[src/rtl/irq_agg_pkg.sv]
package irq_agg_pkg;
  localparam int SRC_W = 3;
  localparam int LERR_W = 4;

  typedef enum logic [SRC_W-1:0] {
    SRC_NONE   = 3'd0,
    SRC_RXDATA = 3'd1,
    SRC_RXTMO  = 3'd2,
    SRC_TXRDY  = 3'd3,
    SRC_MODEM  = 3'd4,
    SRC_SPCHR  = 3'd5
  } src_code_e;
endpackage

[src/rtl/irq_src_enc.sv]
module irq_src_enc
  import irq_agg_pkg::*;
(
  input  logic              rx_ready,
  input  logic [LERR_W-1:0] line_err,
  input  logic              rx_tmo,
  input  logic              tx_rdy,
  input  logic              modem,
  input  logic              special,
  output logic [SRC_W-1:0]  code,
  output logic              active
);
  src_code_e sel;

  // fixed priority, receive path first
  always_comb begin
    if (rx_ready || (|line_err)) sel = SRC_RXDATA;
    else if (rx_tmo)             sel = SRC_RXTMO;
    else if (tx_rdy)             sel = SRC_TXRDY;
    else if (modem)              sel = SRC_MODEM;
    else if (special)            sel = SRC_SPCHR;
    else                         sel = SRC_NONE;
  end

  assign code   = sel;
  assign active = (sel != SRC_NONE);
endmodule

[src/rtl/irq_stat_bank.sv]
module irq_stat_bank
  import irq_agg_pkg::*;
#(
  parameter int NCH = 8,
  parameter int DW  = 8,
  localparam int PACK_BITS  = NCH * SRC_W,
  localparam int PACK_BYTES = (PACK_BITS + DW - 1) / DW,
  localparam int PACK_PAD   = PACK_BYTES * DW - PACK_BITS
) (
  input  logic                     clk,
  input  logic                     rst_n,
  input  logic [NCH-1:0]           ch_active,
  input  logic [NCH*SRC_W-1:0]     ch_code,
  input  logic                     timer_in,
  input  logic                     snap_en,
  output logic [NCH-1:0]           pend_q,
  output logic                     timer_q,
  output logic [PACK_BYTES*DW-1:0] snap_q
);
  logic [PACK_BYTES*DW-1:0] live_d, live_q, snap_d;

  // channel 0 lands in the most significant field
  for (genvar c = 0; c < NCH; c++) begin : g_pack
    assign live_d[PACK_BYTES*DW-1-c*SRC_W -: SRC_W] = ch_code[c*SRC_W +: SRC_W];
  end
  if (PACK_PAD > 0) begin : g_pad
    assign live_d[PACK_PAD-1:0] = '0;
  end

  always_comb begin
    snap_d = snap_q;
    if (snap_en) snap_d = live_q;
  end

  always_ff @(posedge clk or negedge rst_n) begin
    if (!rst_n) begin
      pend_q  <= '0;
      timer_q <= 1'b0;
      live_q  <= '0;
      snap_q  <= '0;
    end else begin
      pend_q  <= ch_active;
      timer_q <= timer_in;
      live_q  <= live_d;
      snap_q  <= snap_d;
    end
  end
endmodule

[src/rtl/irq_rd_port.sv]
module irq_rd_port #(
  parameter int          ADDR_W     = 8,
  parameter int          DW         = 8,
  parameter int          NCH        = 8,
  parameter int          PACK_BYTES = 3,
  parameter logic [31:0] BASE       = 32'h80
) (
  input  logic                     clk,
  input  logic                     rst_n,
  input  logic                     cs,
  input  logic                     rd,
  input  logic [ADDR_W-1:0]        addr,
  input  logic [NCH-1:0]           pend,
  input  logic [PACK_BYTES*DW-1:0] snap,
  output logic                     snap_en,
  output logic [DW-1:0]            rdata
);
  localparam logic [ADDR_W-1:0] BASE_A = ADDR_W'(BASE);
  localparam logic [ADDR_W-1:0] NREG_A = ADDR_W'(PACK_BYTES + 1);

  logic              strobe, in_win;
  logic [ADDR_W-1:0] ofs;
  logic [DW-1:0]     sum_byte, rdata_d;

  assign strobe  = cs && rd;
  assign ofs     = addr - BASE_A;
  assign in_win  = (addr >= BASE_A) && (ofs < NREG_A);
  assign snap_en = strobe && (addr == BASE_A);

  always_comb begin
    sum_byte = '0;
    sum_byte[NCH-1:0] = pend;
  end

  always_comb begin
    rdata_d = rdata;
    if (strobe) begin
      rdata_d = '0;
      if (in_win) begin
        if (ofs == '0) rdata_d = sum_byte;
        for (int j = 0; j < PACK_BYTES; j++) begin
          if (ofs == ADDR_W'(j + 1)) rdata_d = snap[(PACK_BYTES-1-j)*DW +: DW];
        end
      end
    end
  end

  always_ff @(posedge clk or negedge rst_n) begin
    if (!rst_n) rdata <= '0;
    else        rdata <= rdata_d;
  end
endmodule

[src/rtl/irq_agg.sv]
module irq_agg
  import irq_agg_pkg::*;
#(
  parameter int          NCH    = 8,
  parameter int          ADDR_W = 8,
  parameter int          DW     = 8,
  parameter logic [31:0] BASE   = 32'h80,
  localparam int PACK_BYTES = (NCH * SRC_W + DW - 1) / DW
) (
  input  logic                  clk,
  input  logic                  rst_n,
  input  logic                  cs,
  input  logic                  rd,
  input  logic [ADDR_W-1:0]     addr,
  output logic [DW-1:0]         rdata,
  input  logic [NCH-1:0]        ch_rx_ready,
  input  logic [NCH*LERR_W-1:0] ch_line_err,
  input  logic [NCH-1:0]        ch_rx_tmo,
  input  logic [NCH-1:0]        ch_tx_rdy,
  input  logic [NCH-1:0]        ch_modem,
  input  logic [NCH-1:0]        ch_special,
  input  logic                  timer_irq,
  output logic                  irq_n
);
  logic [1:0]               rst_sync;
  logic                     rst_i_n;
  logic [NCH-1:0]           act, pend_q;
  logic [NCH*SRC_W-1:0]     codes;
  logic                     timer_q, snap_en;
  logic [PACK_BYTES*DW-1:0] snap_q;

  // asynchronous assert, synchronous release
  always_ff @(posedge clk or negedge rst_n) begin
    if (!rst_n) rst_sync <= '0;
    else        rst_sync <= {rst_sync[0], 1'b1};
  end
  assign rst_i_n = rst_sync[1];

  for (genvar c = 0; c < NCH; c++) begin : g_ch
    irq_src_enc u_enc (
      .rx_ready (ch_rx_ready[c]),
      .line_err (ch_line_err[c*LERR_W +: LERR_W]),
      .rx_tmo   (ch_rx_tmo[c]),
      .tx_rdy   (ch_tx_rdy[c]),
      .modem    (ch_modem[c]),
      .special  (ch_special[c]),
      .code     (codes[c*SRC_W +: SRC_W]),
      .active   (act[c])
    );
  end

  irq_stat_bank #(.NCH(NCH), .DW(DW)) u_bank (
    .clk       (clk),
    .rst_n     (rst_i_n),
    .ch_active (act),
    .ch_code   (codes),
    .timer_in  (timer_irq),
    .snap_en   (snap_en),
    .pend_q    (pend_q),
    .timer_q   (timer_q),
    .snap_q    (snap_q)
  );

  irq_rd_port #(
    .ADDR_W(ADDR_W), .DW(DW), .NCH(NCH), .PACK_BYTES(PACK_BYTES), .BASE(BASE)
  ) u_rd (
    .clk     (clk),
    .rst_n   (rst_i_n),
    .cs      (cs),
    .rd      (rd),
    .addr    (addr),
    .pend    (pend_q),
    .snap    (snap_q),
    .snap_en (snap_en),
    .rdata   (rdata)
  );

  assign irq_n = ~((|pend_q) | timer_q);
endmodule

[config.mk]
export PLATFORM = sky130hd
export DESIGN_NAME = irq_agg
export DESIGN_NICKNAME = d
export VERILOG_FILES = /design/src/rtl/irq_agg_pkg.sv /design/src/rtl/irq_src_enc.sv /design/src/rtl/irq_stat_bank.sv /design/src/rtl/irq_rd_port.sv /design/src/rtl/irq_agg.sv
export SDC_FILE = /design/constraint.sdc
export NUM_CORES = 1
export LEC_CHECK = 0
export BUFFER_PORTS_ARGS = -buffer_cell sky130_fd_sc_hd__buf_2
export CORE_MARGIN = 3
export CORE_UTILIZATION = 30
export CTS_BUF_LIST = sky130_fd_sc_hd__clkbuf_4 sky130_fd_sc_hd__clkbuf_8 sky130_fd_sc_hd__clkbuf_16
export CTS_CLUSTER_DIAMETER = 100
export DETAILED_ROUTE_END_ITERATION = 12
export GPL_TIMING_DRIVEN = 0
export HOLD_SLACK_MARGIN = 0.08
export SYNTH_ARGS = -nofsm -noshare
export SYNTH_HDL_FRONTEND = slang
export SYNTH_HIERARCHICAL = 1
export SYNTH_SLANG_ARGS = --single-unit
export TNS_END_PERCENT = 1
[constraint.sdc]
create_clock -name clk -period 2.85 [get_ports clk]
set_input_delay 0.285 -clock clk [delete_from_list [all_inputs] [get_ports clk]]
set_output_delay 0.285 -clock clk [all_outputs]
set_load 0.02 [all_outputs]
**After elaboration in Yosys (flattened, before gate mapping)**

Index checks and enable logic that the tools add are counted.
Widths: inputs -> output; s select.

- Reductions and logical operators: 29
- Add/subtract/negate cells: 1
- Bitwise gates (word level): 2
- Eq/ne operators: 4
- $lt $le $gt $ge: 2
- Mux-type cells: 45

Operators by type and width:

| kind | count |
|---|---|
| $mux 3 | 40 |
| $mux 8 | 5 |
| $reduce_or 4->1 | 8 |
| $reduce_bool 3->1 | 8 |
| $eq 8x2->1 const B | 2 |
| $eq 8x1->1 const B | 1 |
| $eq 8x8->1 const B | 1 |
| $ge 8x8->1 const B | 1 |
| $logic_not 8->1 | 1 |
| $logic_or 1x1->1 | 8 |
| $lt 8x3->1 const B | 1 |
| $reduce_or 8->1 | 1 |
| $sub 8x8->8 const B | 1 |
| $logic_and 1x1->1 | 3 |
| $not 1->1 | 1 |
| $or 1x1->1 | 1 |

- Bits of input ports: 85
- Register bits after elaboration: 67
- Output and inout bits: 9

**Logic depth before layout (Yosys ltp)**

Gate-level depths: netlist of run 1.

- Depth after elaboration: 7
- Depth in mapped cells: 6
- Gate-level depth less buffers: 3

**By module**

Netlist of run 1, hierarchy kept.

Modules (own cells, without submodules):

| module | instances | sequential area each (um2) | area an instance (um2) | cells an instance |
|---|---|---|---|---|
| irq_stat_bank | 1 | 1426.4 | 1823.0 | 84 |
| irq_rd_port | 1 | 200.2 | 589.3 | 41 |
| irq_src_enc | 8 | 0.0 | 67.6 | 12 |
| irq_agg | 1 | 50.0 | 80.1 | 6 |

**Worst setup path after synthesis of run 1**

OpenSTA, ideal clock, no wires.

- Path kind: input -> register
- From: input port addr[3]
- To: register u_bank.snap_q[10]
- Buffers on the path: 2
- Setup time: 125 ps
- Stages on the path: 5
- Arrival time: 1511 ps
- Path slack: 1214 ps
- Path through: nor4_4 and4_1 buf_6 buf_12 mux2_4

- Word-level cells in the longest chain between the ends: 2

RTL lines:

| element | RTL line | source |
|---|---|---|
| start: declaration | irq_agg.sv:14 | `input logic [ADDR_W-1:0] addr,` |
| $eq 8x8->1 | irq_rd_port.sv:28 | `assign snap_en = strobe && (addr == BASE_A);` |
| $logic_and 1x1->1 | irq_rd_port.sv:28 |  |
| via snap_en | irq_agg.sv:29 | `logic timer_q, snap_en;` |
| end signal: assignment | irq_stat_bank.sv:45 | `snap_q <= snap_d;` |
| end: declaration | irq_stat_bank.sv:18 | `output logic [PACK_BYTES*DW-1:0] snap_q` |

The timed path passes the listed nets, and every way through them passes these cells.
A chain may end at the register's enable or synchronous reset.

**Final worst setup path of run 1**

- From: register u_bank.pend_q[6]
- To: output port irq_n

- Word-level cells in the longest chain between the ends: 3

RTL lines:

| element | RTL line | source |
|---|---|---|
| start: declaration | irq_stat_bank.sv:16 | `output logic [NCH-1:0] pend_q,` |
| start signal: assignment | irq_stat_bank.sv:42 | `pend_q <= ch_active;` |
| $reduce_or 8->1 | irq_agg.sv:78 | `assign irq_n = ~((\|pend_q) \| timer_q);` |
| $or 1x1->1 | irq_agg.sv:78 |  |
| $not 1->1 | irq_agg.sv:78 |  |
| end: declaration | irq_agg.sv:23 | `output logic irq_n` |

No other way between the ends.

==> results of run 1 <==
## synthesized netlist by cell type
library cell	count	share of area, %
buf_6	2	0.74
nand3_1	8	1.3
a21oi_1	8	1.3
a41o_1	8	2.6
mux4_2	8	5.9
nor2b_1	1	0.21
inv_1	8	0.99
and2_2	8	2.0
nand2_1	8	0.99
nor4_4	1	0.70
and4_1	1	0.29
mux2_4	20	9.9
nor4_2	9	3.7
mux2_2	4	1.5
or4_1	1	0.25
conb_1	1	0.12
o21ai_0	8	1.3
buf_1	1	0.12
nor3_2	8	2.6
clkbuf_1	2	0.25
nor2_1	33	4.1
a21boi_0	8	2.0
or3_1	1	0.21
dfrtp_1	67	55
and2_1	1	0.21
buf_12	2	1.3
## final timing paths
kind | slack, ns | depth (start not counted) | from | end
min in group asynchronous | 0.26 | 2 | rst_n | rst_sync[1]$_DFF_PN0_
max in group asynchronous | 1.88 | 1 | rst_sync[1]$_DFF_PN0_ | u_bank/pend_q[1]$_DFF_PN0_
worst min-delay path | 0.14 | 2 | ch_tx_rdy[2] | u_bank/live_q[17]$_DFF_PN0_
worst max-delay path | 0.75 | 3 | u_bank/pend_q[6]$_DFF_PN0_ | irq_n
worst min register to register | 0.35 | 0 | rst_sync[1]$_DFF_PN0_ | u_bank/live_q[16]$_DFF_PN0_
worst max register to register | 1.59 | 2 | u_bank/snap_q[15]$_DFFE_PN0P_ | u_rd/rdata[7]$_DFFE_PN0P_
## per-layer routing
| layer | track usage, % | part of all wire [%] | vias up |
|---|---|---|---|
| met5 | 0 | 0 | - |
| met4 | 3.01 | 0.30 | 0 |
| met3 | 4.31 | 6.3 | 4 |
| met2 | 19.1 | 49 | 67 |
| met1 | 15.4 | 44 | 1030 |
| li1 | - | - | 1023 |
## cell type report
cell class | instances | area (um2)
Buffer | 7 | 73.8
Clock inverter | 4 | 95.1
Fill cell | 981 | 5860
Sequential cell | 67 | 1680
Inverter | 8 | 30.0
Clock buffer | 12 | 165
Multi-Input combinational cell | 145 | 1250
Tap cell | 133 | 166
Timing Repair Buffer | 94 | 495
## cell families (layout without fill, tap and decap cells)
kind of cell    Yosys count  count (layout)
flops                    67              67
simple gates             80              80
other cells               1               1
compound gates           32              32
buf+inv                  15             125
mux                      32              32
## metrics by stage
stage | util (%) | setup slack [ns] | total power [uW]
4_1_cts | 40.3 | 0.744 | 2160
5_1_grt | 40.3 | 0.671 | 2230
6_report | 40.3 | 0.751 | 2130
2_1_floorplan | - | 0.846 | 1060
3_3_place_gp | 37.2 | 0.201 | 1140
3_5_place_dp | 37.4 | 0.870 | 1150
## flip-flops by register name, indices dropped and copies added (netlist names)
| signal | count |
|---|---|
| u_bank/pend_q | 8 |
| rst_sync | 2 |
| u_rd/rdata | 8 |
| u_bank/timer_q | 1 |
| u_bank/snap_q | 24 |
| u_bank/live_q | 24 |
## critical path: cells and delay by family, from the launching register on
| family | cells | cell delay (ns) |
|---|---|---|
| flip-flops | 1 | 0.39 |
| buffers and inverters | 1 | 0.23 |
| AND/OR/NAND/NOR | 2 | 0.86 |
## timing repair
item,CTS,global route
hold endpoints to repair,3,0
buffers inserted,0,0
hold buffers,2,0
setup endpoints to repair,0,0
## where the power goes
group | internal (uW) | switching, uW | total (uW)
registers | 962 | 14.8 | 977
logic | 80.8 | 76.3 | 157
clock network | 652 | 343 | 995
total | 1690 | 434 | 2130
==> results, run 1 <==
- The flow ran to the end, and the final reports show no timing, DRC or antenna violations.
- The netlist uses 26 different library cells.
- For the finished layout, the period the worst path requires is 2.10 ns.
- After routing the design area is just under 4000 um2.
- The number of cells in the finished layout apart from fillers is 470.
- The number of I/O port buffers is 91.
- The signal on the critical path passes through or4_1 > nor4_2 > buf_2.
- The synthesized net count is 312.
- Before antenna repair, the detailed router went through 4 iterations.
- The average cell area after synthesis is 13.4 um2.
- The initial antenna violation count was 0.
- The H-tree was split into 3 levels.
- By area, the combinational part of the netlist is dominated by multiplexers.
- On the final layout, the worst hold slack is 0.136 ns.
- The die area is approximately 11000 um2.
- In the final layout, the share of cells above drive strength 1 is about half.
- TritonCTS created 9 clock buffers.
- The synthesized netlist occupies a cell area of 3030 um2.
- After clock tree synthesis, the clock-pin slew on the worst setup and hold paths is ~0.070 ns.
- The classification of the worst setup path is reg2out.
- For this run, the top clock speed supported by timing is approximately 480 MHz.
- Synthesis produced 227 cells.
- The quantity of gates resized following cts is 0.
- Measured against its own limit, the worst slew margin works out to around half.
- In the final routed layout, each cell accounts on average for between 10 and 15 um.
- Synthesis inferred 67 register bits.
- Entering global routing, the biggest net connects 36 pins.
- Relative to the synthesized area, the layout overhead comes to 30.4%.
- The total placed instance area is 3680 um2.
- The static leakage is 0.00189 uW.
- The proportion of synthesized chip area in sequential cells is 55.3%.
- The largest buffer count on any clock path is 2.
- The highest net fanout along the worst path is 2.
- The aggregate routed wire length is roughly 6.4 mm.
- The simple-gate share of the synthesized area is 16.6%.
- Power spread over the standard cell area amounts to approximately 540 nW/um2.
- The TritonCTS clock tree is yes.
- The final weighted congestion of routability-driven global placement is approximately 0.79.
- The repair_antennas step left the layout with diodes totalling 0.
- The post-route fraction of the period consumed by the critical path is 73.6%.
- At the end of the flow, the number of nets in the layout was 417.
- IR analysis of the VDD net gives a maximum drop of between 150 and 200 uV.
- The number of max-slew violations in the final report came to 0.
- The count of endpoints failing hold in the final timing report came to 0.
- The core region is approximately 9800 um2.
- The adder-cell share of the synthesized area is 0%.
- In this run, placement finished with an instance count of 452.
- The slowest cell on the critical path is or4_1.
- The startpoint class of the critical path is a register.
- The number of violations of the max-capacitance limit is 0.
- The wire length of the first global-routing pass is approximately 10 mm.
- The detailed placement HPWL is around 5 mm.
- Between clock sinks in the finished design, the worst skew comes to 0.00810 ns.
- In this run the vertical extent of the chip is 107 um.
- The sum of negative setup slack is 0 ns.
- After detailed routing, the number of remaining DRC violations is 0.
- The xor/xnor cell area share of the yosys netlist is 0%.
- The top-level port count is 94.
- At the worst endpoint, the required time is 2.57 ns.
- For this run, the number of Yosys warnings is 6.
- Setup repair after global routing left no endpoint under its margin.
- The worst endpoint data arrival time is about 1.8 ns.
- Global routing consumed, over all layers together, 11.9% of the routing resources.
- At the later pin of the worst-skew pair, clock insertion delay measures 0.33 ns.
- The cell chosen for the clock root is clkbuf_8.
- The remaining number of nets flagged by the antenna check after routing is 0.
- The via count of the first global-routing pass is ~2200.
- Dividing the detail-routed via count by the number of cells gives 4.52.
- The effective utilization at floorplan is between 30% and 40%.
- After synthesis, the share of cell area in mux cells is 17.3%.
- Summing the areas of all compound-gate instances in the mapped netlist gives 7.26% of the synthesized area.
- Setup violations remaining at the end of the flow were counted as 0.
- Leaving out fill and tap cells, the most frequent cells in the layout are buf_2, dfrtp_1, nor2_1.
- The commonest non-fill, non-tap cell in the layout is buf_2.
- The actual slew at the worst max-slew pin is 0.764 ns.
- The floorplan step set the die width to 107 um.
- Row generation in the floorplan step produced 36 rows.
- The stage delay of the slowest cell on the critical path is 0.53 ns.
- Across all layers, the routed design uses approximately 2100 vias.
- The classification of the worst-slack hold path is in2reg.
- After global routing the overflow that remains totals 0.
- The CTS sink count is 67.
- The endpoint class of the critical path is an output pin.
- The first routing iteration left approximately 110 violations.
(Power assumes the default switching activity.)
==> run 2: changes to the inputs <==
--- a/config.mk
+++ b/config.mk
@@ -5,6 +5,7 @@
 export SDC_FILE = /design/constraint.sdc
 export NUM_CORES = 1
 export LEC_CHECK = 0
+export ABC_AREA = 1
 export BUFFER_PORTS_ARGS = -buffer_cell sky130_fd_sc_hd__buf_2
 export CORE_MARGIN = 3
 export CORE_UTILIZATION = 30
==> constraint.sdc (replaced) <==
create_clock -name clk -period 1.85 [get_ports clk]
set_input_delay 0.185 -clock clk [delete_from_list [all_inputs] [get_ports clk]]
set_output_delay 0.185 -clock clk [all_outputs]
set_load 0.02 [all_outputs]
==> run 2 against run 1 <==
Count of clock-buffer cells in the layout is 2 lower. First-iteration DRC count is 10% higher. Critical path depth is 1 higher. Core utilization is 0.17 points higher. Global-route usage is 0.14 points higher. Setup slack worse by 0.29 ns. Combinational power is 51% higher. Largest power group unchanged.
==> results, run 2 <==
- The average wire length per cell after detail routing is 10.2 um (-24%).
- The critical path in this run is classified as reg2out.
- The actual slew at the worst max-slew pin was 0.803 ns (+0.0394 ns).
- The post-layout instance area is 4420 um2 (+12%).
- Leaving out fill and tap cells, the most frequent cell in the layout is nand2_1.
- The horizontal die dimension was 112 um (+5.4%).
- The instance count along the most critical hold path is 4 (+2).
- The source-to-sink clock delay at the later pin of the worst-skew pair came to 0.32 ns (about the same).
- The complex-gate fraction of the synthesized area is 1.88% (-5.4 points).
- The number of placement rows is 38 (+5.6%).
- The buffer count from post-CTS setup fixing is 0 (unchanged).
- The data required time at the worst endpoint is 1.66 ns (-0.91 ns).
- The met1 demand-to-capacity share in global routing is 16.3% (+0.97 points).
- The simple-gate share of the synthesized area is 38.5% (+22 points).
- The number of cells in the finished layout apart from fillers is 699 (+49%).
- The most used flip-flop cell after synthesis is dfrtp_1.
- Of all cell types, the one taking the most synthesized area is dfrtp_1.
- The root buffer cell chosen for the clock tree is clkbuf_16.
- STA classifies the critical path endpoint as an output pin.
- The number of DRC markers in iteration 0 is 118 (+10%).
- The final routed DRC violation total came to 0 (unchanged).
- The fraction of power consumed by combinational cells came to 6.2% (-1.2 points).
- The combined area of all synthesized cells is 3390 um2 (+12%).
- The sum of negative setup slack was 0 ns (unchanged).
- The number of distinct library cells after synthesis is 21 (-19%).
- The die area came to 12600 um2 (+11%).
- The largest buffer count on any clock path is 2 (unchanged).
- The top cell types in the final layout, fill and taps aside, are nand2_1, buf_2, dfrtp_1.
- The count of endpoints failing hold in the final timing report was 0 (unchanged).
- The layout overhead on the synthesized area came to 30.5% (about the same).
- The fmax is 720 MHz.
- The cell internal power dissipation is 3070 uW (+81%).
- The peak supply drop came to 383 uV (+96%).
- The count of TritonRoute iterations in the first routing pass is 4 (unchanged).
- The total placed instance area was 4030 um2 (+9.7%).
- The largest net degree at the start of global routing was 66 (+83%).
- The xor/xnor cell area share of the yosys netlist is 0% (unchanged).
- The global route total overflow was 0 (unchanged).
- The area share of the largest cell type after synthesis is 49.5% (-5.8 points).
- The classification of the worst-slack hold path is in2reg.
- The busiest layer in global routing is met2.
- The remaining number of nets flagged by the antenna check after routing was 0 (unchanged).
- The most common cell in the synthesized netlist is nand2_1.
- The number of endpoints failing setup at the final stage came to 0 (unchanged).
- The fraction of power consumed by sequential logic is 39.8% (-6.1 points).
- The clock-pin slew on the worst setup and hold paths is 0.05 ns (-0.02 ns).
- The largest registers in the layout are u_bank/live_q (24), u_bank/snap_q (24).
- The multiplexer fraction of the synthesized cell area is 0% (-17 points).
- The post-route fraction of the period consumed by the critical path is between 70% and 80%.
- The total number of nets in the final design came to 639 (+53%).
- The routed via count divided by cell count was 4.11 (-9.0%).
- TritonCTS built the clock tree.
- The highest net fanout along the worst path is 2 (unchanged).
- The minimum clock period is 1.39 ns.
- The number of violations of the max-capacitance limit came to 0 (unchanged).
- The total number of vias was 2875 (+35%).
- The number of diodes is 0 (unchanged).
- The average cell area after synthesis was 7.57 um2 (-43%).
- The vertical die dimension is 112 um (+5.4%).
- The clock group share of total power is 54.0% (+7.3 points).
- The overall routing resource usage came to 12.1% (+0.14 points).
- The routing usage on met2 is 18.9% (-0.23 points).
- The areal power density over the cells was 863 nW/um2 (+60%).
- The wire length of the first global-routing pass is 12.3 mm (+18%).
- The utilization after layout came to 40.5% (+0.17 points).
- The share of post-route cells with drive strength above 1 came to 26.8% (-24 points).
- The number of I/O port buffers came to 93 (+2.2%).
- The flow ran to the end, and the final reports show no timing, DRC or antenna violations.
- The number of enable flip-flop cells after synthesis came to 0 (unchanged).
- The final weighted congestion of routability-driven global placement is 0.807 (+2.7%).
- The count of synthesis-stage warnings from yosys is 6 (unchanged).
- The post-layout total power was 3820 uW (+79%).
- The synthesized net count is 533 (+71%).
- Setup repair after global routing left no endpoint under its margin.
- The via count of the first global-routing pass was 2767 (+27%).
- The initial antenna violation count came to 0 (unchanged).
- The fraction of registers with async set or reset after synthesis is 100% (unchanged).
- The adder-cell share of the synthesized area came to 0% (unchanged).
- The switching power is 752 uW (+73%).
- The aggregate routed wire length is 7.15 mm (+12%).
- The CTS sink count was 67 (unchanged).
- The top-level port count is 94 (unchanged).
- The startpoint class of the critical path is a register.
- The setup clock skew after layout came to 0.00512 ns (-0.00298 ns).
- The number of buffers inserted during clock tree synthesis is 9 (unchanged).
- The main combinational cell family by area after synthesis is simple AND/OR/NAND/NOR gates.
- The relative slew slack is 46.5% (-2.6 points).
- The proportion of synthesized chip area in sequential cells is 49.5% (-5.8 points).
- The global-route met3 utilization came to 2.91% (-1.4 points).
- The area of the core is 10900 um2 (+11%).
- The H-tree level count is 3 (unchanged).
- The worst reg2reg path depth is 0 (-2).
- The number of max-slew violations in the final report is 0 (unchanged).
- The commonest cells after synthesis are nand2_1, dfrtp_1, inv_1, nor2_1, nand3_1.
- The register bit count reported by yosys came to 67 (unchanged).
- The effective utilization at floorplan is 31.0% (+0.11 points).
- The detailed placement HPWL came to 5.73 mm (+15%).
- The post-synthesis cell count came to 448 (+97%).
- The net switching share of the total power came to 19.7% (-0.69 points).
- By area the synthesized netlist is led by dfrtp_1, nand2_1, inv_1.
- The number of cells in the design after placement is 681 (+51%).
- The static leakage was 0.00256 uW (+36%).
- The worst endpoint data arrival time was 1.20 ns (-0.61 ns).
==> run 2: kinds of logic (layout without fill, tap and decap cells) <==
| family | after synthesis | after routing |
|---|---|---|
| compound gates | 8 | 8 |
| buf+inv | 73 | 184 |
| simple gates | 299 | 299 |
| flops | 67 | 67 |
| other cells | 1 | 1 |
==> run 2: metrics by stage <==
step | hold WS [ns] | setup slack, ns
5_1_grt | 0.145 | 0.317
4_1_cts | 0.121 | 0.300
3_5_place_dp | -0.0256 | 0.215
6_report | 0.130 | 0.461
3_3_place_gp | -0.0283 | 0.251
2_1_floorplan | -0.111 | 0.644
==> run 2: final timing paths <==
check / from / to / slack [ns]
setup / recovery: u_bank/pend_q[7]$_DFF_PN0_ / irq_n / 0.46
hold / removal: ch_line_err[8] / u_bank/live_q[17]$_DFF_PN0_ / 0.13
setup reg to reg: rst_sync[1]$_DFF_PN0_ / u_bank/snap_q[4]$_DFFE_PN0P_ / 0.89
hold reg to reg: rst_sync[0]$_DFF_PN0_ / rst_sync[1]$_DFF_PN0_ / 0.35
max in group asynchronous: rst_sync[1]$_DFF_PN0_ / u_bank/snap_q[4]$_DFFE_PN0P_ / 0.89
min in group asynchronous: rst_n / rst_sync[1]$_DFF_PN0_ / 0.18
==> run 2: timing repair <==
item	in CTS	in global routing
hold endpoints to repair	3	0
setup endpoints to repair	0	0
hold buffers	2	0
resized for setup	0	0
==> run 2: layout make-up <==
class / instances / area, um2
Timing Repair Buffer: 95 / 485
Multi-Input combinational cell: 308 / 1370
Clock inverter: 6 / 138
Tap cell: 140 / 175
Buffer: 7 / 86.3
Inverter: 66 / 255
Sequential cell: 67 / 1680
Fill cell: 1147 / 6510
Clock buffer: 10 / 233
==> run 2: critical path: stages (launching register included) <==
cell and delay [ns]:
dfrtp_1 0.40, nor2_1 0.12, nand3_1 0.08, nor2_1 0.11
buf_2 0.18
==> run 2: power by group through the flow <==
stage | logic [uW] | clock network (uW) | registers (uW)
CTS | 239 | 2100 | 1520
floorplan | 124 | 0 | 1540
global route | 275 | 2170 | 1530
global placement | 228 | 0 | 1550
finish | 237 | 2060 | 1520
detailed placement | 235 | 0 | 1550
==> run 2: layer usage <==
metal | part of all wire, % | routed length, um
met1 | 48 | 3410
met2 | 46 | 3260
met3 | 5.2 | 373
met4 | 1.5 | 108
met5 | 0 | 0
==> run 3: changes to the inputs <==
==> constraint.sdc (replaced) <==
create_clock -name clk -period 1.18 [get_ports clk]
set_input_delay 0.118 -clock clk [delete_from_list [all_inputs] [get_ports clk]]
set_output_delay 0.118 -clock clk [all_outputs]
set_load 0.02 [all_outputs]
==> run 3 against run 2 <==
The flow now finishes with violations (setup timing). Clock power up 57%. Setup slack worse by 0.60 ns. Cell count up 6.0%. Hold slack worse by 0.044 ns. Register-to-register slack worse by 0.73 ns. Wire length up 12%. Sequential cell count unchanged. Non-clock buffer count up 42. Global-route usage up 1.5 points. Count of clock-buffer cells in the layout unchanged. Combinational power up 110%. Final area up 10%. Critical path type unchanged.
==> results, run 3 (synthesis results as in run 2) <==
- The source-to-sink clock delay at the later pin of the worst-skew pair is 0.32 ns (about the same).
- The largest buffer count on any clock path is 2 (unchanged).
- Leaving out fill and tap cells, the most frequent cell in the layout is nand2_1.
- The number of buffers inserted during clock tree synthesis is 9 (unchanged).
- The classification of the worst-slack hold path is in2reg.
- The clock-pin slew on the worst setup and hold paths is 0.05 ns (about the same).
- The post-route fraction of the period consumed by the critical path is 112%.
- The count of endpoints failing hold in the final timing report is 0 (unchanged).
- The number of max-slew violations in the final report is 0 (unchanged).
- The final reports fail on setup timing.
- The number of placement rows is 38 (unchanged).
- The vertical die dimension is 112 um (unchanged).
- The routed via count divided by cell count is 4.15 (+0.86%).
- The layout overhead on the synthesized area is 43.5%.
- The fmax is 758 MHz.
- The number of DRC markers in iteration 0 is 113 (-4.2%).
- The number of diodes is 0 (unchanged).
- The static leakage is 0.00275 uW (+7.2%).
- The slack of the critical path is -0.140 ns (-0.600 ns).
- The final routed DRC violation total was 0 (unchanged).
- The H-tree level count is 3 (unchanged).
- The number of violations of the max-capacitance limit came to 0 (unchanged).
- The via count of the first global-routing pass came to 3090 (+12%).
- The highest net fanout along the worst path came to 2 (unchanged).
- The actual slew at the worst max-slew pin is 0.806 ns (+0.00280 ns).
- The utilization after layout is 44.5% (+4.0 points).
- The horizontal die dimension was 112 um (unchanged).
- The critical path is of the reg2out type.
- The number of cells in the finished layout apart from fillers is 741 (+6.0%).
- The effective utilization at floorplan is 31.0% (unchanged).
- The relative slew slack was 46.3% (-0.19 points).
- The overall routing resource usage was 13.6% (+1.5 points).
- The number of endpoints failing setup at the final stage is 1 (+1).
- The minimum clock period is 1.32 ns.
- The worst endpoint data arrival time came to 1.20 ns (about the same).
- The cell chosen for the clock root is clkbuf_16.
- The initial antenna violation count is 0 (unchanged).
- The detailed placement HPWL is 5.73 mm (unchanged).
- The average wire length per cell after detail routing is 10.8 um (+5.6%).
- The die area came to 12600 um2 (unchanged).
- The number of cells in the design after placement is 681 (unchanged).
- In the layout the commonest cells are nand2_1, buf_2, dfrtp_1.
- The top-level port count was 94 (unchanged).
- The wire length of the first global-routing pass is 13.9 mm (+13%).
- The count of TritonRoute iterations in the first routing pass is 4 (unchanged).
- The share of post-route cells with drive strength above 1 is 25.6% (-1.2 points).
- The global route total overflow is 0 (unchanged).
- The areal power density over the cells is 1250 nW/um2 (+45%).
- The largest registers in the layout are u_bank/live_q (24), u_bank/snap_q (24).
- The total number of nets in the final design is 681 (+6.6%).
- The total number of vias was 3074 (+6.9%).
- The worst setup path is launched from a register.
- The setup clock skew after layout is 0.00507 ns (-0.0000513 ns).
- STA classifies the critical path endpoint as an output pin.
- Setup repair after global routing could not meet its margin everywhere.
- The CTS sink count is 67 (unchanged).
- The data required time at the worst endpoint was 1.06 ns (-0.60 ns).
- The largest net degree at the start of global routing is 66 (unchanged).
- The number of fillers in the final layout is 1092 (-4.8%).
- The remaining number of nets flagged by the antenna check after routing was 0 (unchanged).
- The peak supply drop is 602 uV (+57%).
- The aggregate routed wire length is 8.01 mm (+12%).
- The final weighted congestion of routability-driven global placement was 0.807 (unchanged).
- The run finished, with violations left.
- The TritonCTS clock tree is yes.
- The number of I/O port buffers was 93 (unchanged).
- The area of the core was 10900 um2 (unchanged).
==> run 3: power breakdown <==
part	internal [uW]	leakage, uW	switching, uW	total [uW]
Sequential	2330	0.000844	54.2	2380
Combinational	261	0.00173	225	486
Clock	2310	0.000180	923	3230
Total	4890	0.00275	1200	6100
==> run 3: metrics by stage <==
stage | total power, uW | instance area (um2) | TNS, ns | hold slack, ns | setup WS (ns)
final | 6100 | 4860 | -0.140 | 0.0861 | -0.140
after global routing | 6350 | 4860 | -0.228 | 0.0890 | -0.228
after CTS | 6160 | 4840 | -0.173 | 0.0803 | -0.173
after detailed placement | 2790 | 4030 | -30.88 | -0.0926 | -0.388
after global placement | 2780 | 4030 | -28.77 | -0.0953 | -0.352
after floorplan | 2600 | 3390 | 0 | -0.178 | 0.0339
==> run 3: final timing paths <==
path,end,slack [ns],cells after the start,start
hold / removal,u_bank/live_q[10]$_DFF_PN0_,0.09,4,ch_line_err[18]
setup / recovery,irq_n,-0.14,4,u_bank/pend_q[7]$_DFF_PN0_
setup reg to reg,u_rd/rdata[7]$_DFFE_PN0P_,0.16,5,u_bank/pend_q[7]$_DFF_PN0_
min in group asynchronous,rst_sync[1]$_DFF_PN0_,0.11,2,rst_n
max in group asynchronous,u_bank/snap_q[4]$_DFFE_PN0P_,0.22,0,rst_sync[1]$_DFF_PN0_
hold reg to reg,rst_sync[1]$_DFF_PN0_,0.35,0,rst_sync[0]$_DFF_PN0_
==> run 3: worst max-delay path: stages (launching register included) <==
cell and delay [ns]:
dfrtp_1 0.40, nor2_2 0.12, nand3_1 0.09, nor2_2 0.13, buf_6 0.14
==> run 3: final cells by class <==
cell class | instances | area [um2] | area share, %
sequential | 67 | 1680 | 34.5
timing repair buffer | 137 | 910 | 18.7
clock inverter | 6 | 138 | 2.83
tap | 140 | 175 | 3.60
inverter | 66 | 255 | 5.25
clock buffer | 10 | 233 | 4.78
multi-input combinational | 308 | 1390 | 28.5
buffer | 7 | 86.3 | 1.77
==> run 3: routing by layer <==
layer,track usage (%),part of all wire (%),vias to the layer above
met1,17.3,45,1355
li1,-,-,1630
met2,22.6,47,76
met3,3.29,5.2,13
met5,0,0,-
met4,4.89,2.0,0
==> run 3: repair_timing <==
action | 4_1_cts | 5_1_grt
resized for setup | 3 | 4
gates cloned | 0 | 0
endpoints found under the setup margin | 86 | 21
hold buffers | 43 | 0
buffers inserted | 0 | 1
endpoints found under the hold margin | 27 | 0
